<file path="src/rtl/pkd_alu_pkg.sv">
package pkd_alu_pkg;
  localparam int unsigned DATA_W = 64;
  localparam int unsigned STAT_W = 32;
  localparam int unsigned NUM_SIZES = 3;

  localparam logic [3:0] OPC_CEQ  = 4'd0;
  localparam logic [3:0] OPC_CGTS = 4'd1;
  localparam logic [3:0] OPC_CGTU = 4'd2;
  localparam logic [3:0] OPC_MINS = 4'd3;
  localparam logic [3:0] OPC_MINU = 4'd4;
  localparam logic [3:0] OPC_MAXS = 4'd5;
  localparam logic [3:0] OPC_MAXU = 4'd6;
  localparam logic [3:0] OPC_ADD  = 4'd7;
  localparam logic [3:0] OPC_SUB  = 4'd8;
  localparam logic [3:0] OPC_AVG  = 4'd9;

  localparam logic [1:0] LN_8  = 2'd0;
  localparam logic [1:0] LN_16 = 2'd1;
  localparam logic [1:0] LN_32 = 2'd2;
  localparam logic [1:0] LN_64 = 2'd3;

  // Every status position that a lane size defines (N and Z).
  function automatic logic [STAT_W-1:0] flag_layout(logic [1:0] ln);
    case (ln)
      LN_8:    return 32'hCCCC_CCCC;
      LN_16:   return 32'hC0C0_C0C0;
      LN_32:   return 32'hC000_C000;
      default: return 32'h0000_0000;
    endcase
  endfunction

  // N positions only.
  function automatic logic [STAT_W-1:0] neg_layout(logic [1:0] ln);
    case (ln)
      LN_8:    return 32'h8888_8888;
      LN_16:   return 32'h8080_8080;
      LN_32:   return 32'h8000_8000;
      default: return 32'h0000_0000;
    endcase
  endfunction

  function automatic logic bytes_are_masks(logic [DATA_W-1:0] v);
    logic ok;
    ok = 1'b1;
    for (int i = 0; i < DATA_W/8; i++)
      if (v[i*8 +: 8] != 8'h00 && v[i*8 +: 8] != 8'hFF) ok = 1'b0;
    return ok;
  endfunction
endpackage

</file>
<file path="src/rtl/pkd_status_pack.sv">
module pkd_status_pack #(
  parameter int unsigned NL     = 8,
  parameter int unsigned STAT_W = 32
) (
  input  logic [NL-1:0]     neg_f,
  input  logic [NL-1:0]     zero_f,
  output logic [STAT_W-1:0] stat
);
  localparam int unsigned STRIDE = STAT_W / NL;

  for (genvar i = 0; i < NL; i++) begin : g_slot
    if (STRIDE > 2) begin : g_pad
      assign stat[i*STRIDE +: STRIDE] = {neg_f[i], zero_f[i], {(STRIDE-2){1'b0}}};
    end else begin : g_tight
      assign stat[i*STRIDE +: STRIDE] = {neg_f[i], zero_f[i]};
    end
  end
endmodule

</file>
<file path="src/rtl/pkd_lane_slice.sv">
module pkd_lane_slice
  import pkd_alu_pkg::*;
#(
  parameter int unsigned DW = 64,
  parameter int unsigned LW = 8,
  parameter int unsigned SW = 32
) (
  input  logic [3:0]    op,
  input  logic          rnd,
  input  logic [DW-1:0] a,
  input  logic [DW-1:0] b,
  output logic [DW-1:0] res,
  output logic [SW-1:0] stat
);
  localparam int unsigned NL = DW / LW;

  function automatic logic [LW-1:0] lane_fn(logic [3:0] f, logic r,
                                            logic [LW-1:0] x, logic [LW-1:0] y);
    logic [LW:0] sum;
    logic        gts, gtu;
    gts = $signed(x) > $signed(y);
    gtu = x > y;
    sum = {1'b0, x} + {1'b0, y} + {{LW{1'b0}}, r};
    case (f)
      OPC_CEQ:  return (x == y) ? '1 : '0;
      OPC_CGTS: return gts ? '1 : '0;
      OPC_CGTU: return gtu ? '1 : '0;
      OPC_MINS: return gts ? y : x;
      OPC_MINU: return gtu ? y : x;
      OPC_MAXS: return gts ? x : y;
      OPC_MAXU: return gtu ? x : y;
      OPC_ADD:  return x + y;
      OPC_SUB:  return x - y;
      OPC_AVG:  return sum[LW:1];
      default:  return '0;
    endcase
  endfunction

  logic [NL-1:0] neg_f, zero_f;
  logic          is_avg;
  assign is_avg = (op == OPC_AVG);

  for (genvar i = 0; i < NL; i++) begin : g_lane
    assign res[i*LW +: LW] = lane_fn(op, rnd, a[i*LW +: LW], b[i*LW +: LW]);
    assign neg_f[i]  = res[i*LW + LW - 1] & ~is_avg;
    assign zero_f[i] = ~|res[i*LW +: LW];
  end

  pkd_status_pack #(.NL(NL), .STAT_W(SW)) u_pack (
    .neg_f (neg_f),
    .zero_f(zero_f),
    .stat  (stat)
  );
endmodule

</file>
<file path="src/rtl/pkd_lane_alu.sv">
module pkd_lane_alu
  import pkd_alu_pkg::*;
(
  input  logic        clk,
  input  logic        rst_n,
  input  logic        in_valid,
  input  logic [3:0]  op_code,
  input  logic [1:0]  lane_sel,
  input  logic        rnd_up,
  input  logic [63:0] opnd_a,
  input  logic [63:0] opnd_b,
  output logic        out_valid,
  output logic [63:0] result,
  output logic [31:0] status
);
  logic [3:0]        op_q;
  logic [1:0]        lane_q;
  logic              rnd_q;
  logic [DATA_W-1:0] a_q, b_q;
  logic              vld_q;

  always_ff @(posedge clk) begin
    if (!rst_n) begin
      op_q   <= 4'hF;
      lane_q <= LN_64;
      rnd_q  <= 1'b0;
      a_q    <= '0;
      b_q    <= '0;
      vld_q  <= 1'b0;
    end else begin
      vld_q <= in_valid;
      if (in_valid) begin
        op_q   <= op_code;
        lane_q <= lane_sel;
        rnd_q  <= rnd_up;
        a_q    <= opnd_a;
        b_q    <= opnd_b;
      end
    end
  end

  logic [DATA_W-1:0] res_w  [NUM_SIZES];
  logic [STAT_W-1:0] stat_w [NUM_SIZES];

  for (genvar g = 0; g < NUM_SIZES; g++) begin : g_size
    pkd_lane_slice #(.DW(DATA_W), .LW(8 << g), .SW(STAT_W)) u_slice (
      .op  (op_q),
      .rnd (rnd_q),
      .a   (a_q),
      .b   (b_q),
      .res (res_w[g]),
      .stat(stat_w[g])
    );
  end

  // Illegal combination: 64-bit lanes, undefined opcode, or 32-bit averaging.
  logic op_bad;
  assign op_bad = (lane_q == LN_64) || (op_q > OPC_AVG) ||
                  ((op_q == OPC_AVG) && (lane_q == LN_32));

  always_comb begin
    result = '0;
    status = '0;
    if (!op_bad) begin
      case (lane_q)
        LN_8:    begin result = res_w[0]; status = stat_w[0]; end
        LN_16:   begin result = res_w[1]; status = stat_w[1]; end
        LN_32:   begin result = res_w[2]; status = stat_w[2]; end
        default: begin result = '0;       status = '0;        end
      endcase
    end
  end

  assign out_valid = vld_q;

  // ---------------- assertions ----------------
  p_strobe_follow_r1: assert property (@(posedge clk) disable iff (!rst_n)
    in_valid |=> out_valid);
  p_no_spurious_r1: assert property (@(posedge clk) disable iff (!rst_n)
    !in_valid |=> !out_valid);
  p_cmp_mask_r3: assert property (@(posedge clk) disable iff (!rst_n)
    (out_valid && lane_q == LN_8 && op_q <= OPC_CGTU) |-> bytes_are_masks(result));
  p_undef_bits_r7: assert property (@(posedge clk) disable iff (!rst_n)
    out_valid |-> ((status & ~flag_layout(lane_q)) == '0));
  p_zero_flag_r7: assert property (@(posedge clk) disable iff (!rst_n)
    (out_valid && lane_q == LN_32 && !op_bad) |-> (status[14] == (result[31:0] == '0)));
  p_avg_no_n_r8: assert property (@(posedge clk) disable iff (!rst_n)
    (out_valid && op_q == OPC_AVG) |-> ((status & neg_layout(lane_q)) == '0));
  p_illegal_zero_r9: assert property (@(posedge clk) disable iff (!rst_n)
    (out_valid && lane_q == LN_64) |-> (result == '0 && status == '0));
  p_hold_r10: assert property (@(posedge clk) disable iff (!rst_n)
    !in_valid |=> ($stable(result) && $stable(status)));
endmodule

</file>
<file path="config.mk">
export PLATFORM = sky130hd
export DESIGN_NAME = pkd_lane_alu
export DESIGN_NICKNAME = d
export VERILOG_FILES = /design/src/rtl/pkd_alu_pkg.sv /design/src/rtl/pkd_status_pack.sv /design/src/rtl/pkd_lane_slice.sv /design/src/rtl/pkd_lane_alu.sv
export SDC_FILE = /design/constraint.sdc
export NUM_CORES = 2
export LEC_CHECK = 0
export BUFFER_PORTS_ARGS = -buffer_cell sky130_fd_sc_hd__buf_2
export CORE_AREA = 2 2 298 300
export DETAILED_ROUTE_END_ITERATION = 8
export DIE_AREA = 0 0 300 302
export PLACE_DENSITY_LB_ADDON = 0.12
export SYNTH_ARGS = -nofsm -noshare
export SYNTH_HDL_FRONTEND = slang
export SYNTH_SLANG_ARGS = --single-unit
export TNS_END_PERCENT = 10
</file>
<file path="constraint.sdc">
create_clock -name clk -period 8.9 [get_ports clk]
set_input_delay 1.335 -clock clk [delete_from_list [all_inputs] [get_ports clk]]
set_output_delay 1.335 -clock clk [all_outputs]
set_load 0.03 [all_outputs]
</file>
==> results by group <==
Outcome
  • Outcome: completed

Global route
  • Largest net degree at the start of global routing: 86
  • Initial antenna violation count: 3
  • GRT overflow: 0
  • Vias in the first global route: roughly 30000
  • First-pass GRT wire length: between 200 and 250 mm
  • All-Layer GR Usage: 0.325

Synthesis
  • Netlist cell types: 96
  • FF+latch count, synth: 136
  • Count leader, synth: a21oi_1
  • Number of flops mapped to enable cells by yosys: 0
  • Top cells by area, synth: dfxtp_1 10%, ha_1 6.7%, a21oi_1 6.3%
  • Synth Warn #: 0
  • Synth Flop Type: dfxtp_1
  • Yosys top cell area share: 0.105
  • Synthesized cell area: 0.0260 sq mm
  • Cells after Synth: 3735
  • Synth area leader: dfxtp_1
  • Syn Area/Cell: approximately 7.0 sq um
  • Async set-reset flop share out of synthesis: 0
  • Commonest cells in the netlist: 327 x a21oi_1, 310 x nand2_1, 295 x nor2_1
  • Sequential-to-total area share from yosys stat: 0.105

Worst setup path
  • R2r endpoint: op_q[1]
  • Reg2Reg Launch Point: op_q[1]
  • CP arrival: 7220 ps
  • Critical Path End: status[14]
  • Required @ worst endpoint: around 7600 ps
  • CP max FO: 19
  • Worst Setup SP: b_q[17]
  • Crit end category: output pin
  • Critical Path Source Type: flop
  • Depth of the worst register-to-register path: 3
  • Flop-to-flop setup slack: 7010 ps
  • Setup CP Type: reg2out

Cells and area
  • Fraction of layout cells with a size suffix above 1: 0.120
  • Synthesis-to-finish area growth: 11.5%
  • Finished Layout Cells: around 5000
  • Final core utilization: 0.331
  • Final instance area: ~0.029 sq mm
  • Nets: a little over 4000
  • Fill cells: between 9000 and 10000

Place
  • Placed inst area: around 0.028 sq mm
  • Port Buffers: about 220
  • HPWL Detailed: around 120 mm
  • Dpl cells: 4956
  • Dpl ws: 766 ps
  • RePlAce Congestion: 0.997

Detailed routing
  • 1st-pass router iterations: 6
  • Final ANT Viol Nets: 0
  • DRT Wirelength: 153 mm
  • DRC errors left: 0
  • DR vias: approximately 33000
  • Average wire per standard cell: roughly 31 um
  • DR iter-0 viols: between 4000 and 5000
  • DR vias/cell: 6.54

CTS
  • Hold buffer count at CTS: 0
  • Clock-pin slew on the worst setup and hold paths: 70 ps
  • Clk root buf: clkbuf_16
  • Post-CTS sizing: 0
  • Clock Sink Count: around 140
  • Setup Fix Bufs, Post-CTS: 0
  • Total CTS buffers: 17
  • H-Tree Depth: 4
  • CTS tree: yes
  • CTS max path bufs: 2
  • Worst skew pair latency: 530 ps

Power and ir drop
  • Tot Pwr: 3.52 mW
  • Switching portion of total power: 0.501
  • Leakage power: 11.3 nW
  • Clock power frac: 0.239
  • Switching pwr: roughly 1.8 mW
  • Combinational share of power: 0.553
  • Flop pwr share: 0.208
  • Internal Power: between 1.5 and 2 mW
  • Worst VDD drop: 184 uV
  • Power Density: around 120 mW/mm^2

Timing
  • Clock Skew: 0 ps
  • Final setup TNS: 0 ps
  • Slew Limit Fails: 0
  • Relative slew margins: 0.109
  • Post-route setup slack: roughly 340 ps
  • Period utilization: 0.961
  • RSZ-0062 raised after global routing: false
  • Max Clk Rate: ~120 MHz
  • Slew of the pin with the lowest slew margin: ~1300 ps
  • Setup violators final: 0
  • Hold Slack: approximately 590 ps
  • Min cycle time layout: 8560 ps
  • Final Hold Vio Count: 0

Run
  • Max_cap viols: 0

Die
  • Die height: between 300 and 400 um
  • Die area: around 0.09 sq mm
  • Width of the die: approximately 300 um
  • Initial Util: 0.297
  • Site Rows: 109
  • CORE AREA: 0.0876 sq mm
  • I/O pin count: between 200 and 250

Min path
  • Hold Crit Class: reg2reg
  • Hold path cells: 2
## kinds of logic after synthesis
group	count (synthesis)	synth area share
compound gates	1441	0.390
flops	136	0.105
mux	163	0.0632
simple gates	1202	0.231
other cells	1	0.000144
xor+xnor	163	0.0549
buf+inv	466	0.0713
fa+ha+maj	163	0.0854
## worst max-delay path, cell delays in order, from the launching register on
cell,delay [ps]
dfxtp_1,430
inv_1,200
ha_1,720
nand4_1,310
nor2_1,510
nand3_1,410
a21oi_1,450
o21ai_2,290
nand2_1,160
o221ai_2,460
buf_4,440
a2111oi_0,1040
nand4b_1,200
nor4_1,310
and4b_1,260
a41o_1,240
buf_2,220
## power groups by stage
stage / clock [mW] / combinational [mW] / sequential, mW
2_1_floorplan: 0 / 1.26 / 0.704
3_3_place_gp: 0 / 1.88 / 0.742
3_5_place_dp: 0 / 1.86 / 0.742
4_1_cts: 0.870 / 1.87 / 0.728
5_1_grt: 0.884 / 2.05 / 0.737
6_report: 0.840 / 1.95 / 0.730
## routing by layer
metal  wire (um)  vias up  track usage
met1       67000    15800        0.456
met2       62600     2094        0.465
met5          25        -            0
met4        7540        4        0.153
li1            -    14300            -
met3       15600      361       0.0756
## flip-flops by register name, indices dropped and copies added (netlist names)
register / cells
b_q: 64
a_q: 64
op_q: 4
rnd_q: 1
lane_q: 2
out_valid: 1
## how the worst min path moves through the flow
stage                     startpoint      end  slack, ps
final                        b_q[20]  b_q[20]        590
after global routing          b_q[6]   b_q[6]        630
after CTS                     b_q[6]   b_q[6]        590
after detailed placement     b_q[20]  b_q[20]        580
after global placement       b_q[22]  b_q[22]        560
after floorplan              b_q[26]  b_q[26]        520
## cell usage in the layout, fill, tap and decap left out, types with 24 or more instances in the layout
| master | n |
|---|---|
| a31oi_1 | 30 |
| o31ai_1 | 56 |
| dfxtp_1 | 135 |
| o21ai_0 | 233 |
| or4_1 | 26 |
| mux2i_1 | 154 |
| nand4_1 | 48 |
| nor2_1 | 293 |
| nor4_1 | 64 |
| a21o_1 | 47 |
| xnor2_1 | 153 |
| and2_1 | 26 |
| a211oi_1 | 60 |
| inv_1 | 163 |
| a22oi_1 | 68 |
| a21oi_1 | 327 |
| nand3_1 | 66 |
| nor2b_1 | 170 |
| or2_2 | 26 |
| nor3_1 | 55 |
| buf_4 | 103 |
| o22ai_1 | 55 |
| o221ai_1 | 65 |
| nand2_1 | 308 |
| nand2b_1 | 30 |
| a221o_1 | 83 |
| o21bai_1 | 34 |
| buf_2 | 216 |
| o211ai_1 | 50 |
| a222oi_1 | 28 |
| o21a_1 | 25 |
| ha_1 | 136 |
| a221oi_1 | 89 |
| fa_1 | 24 |
## final cells by class
class                      count  area [sq um]  share of cell area
antenna                        1          2.50           0.0000863
timing repair buffer         322          1910              0.0658
tap                         1165          1460              0.0503
clock inverter                14           196             0.00678
multi-input combinational   3148         21600               0.744
clock buffer                  18           429              0.0148
sequential                   136          2720              0.0940
inverter                     185           694              0.0240
Note: power is estimated with default switching activity, not from simulation.
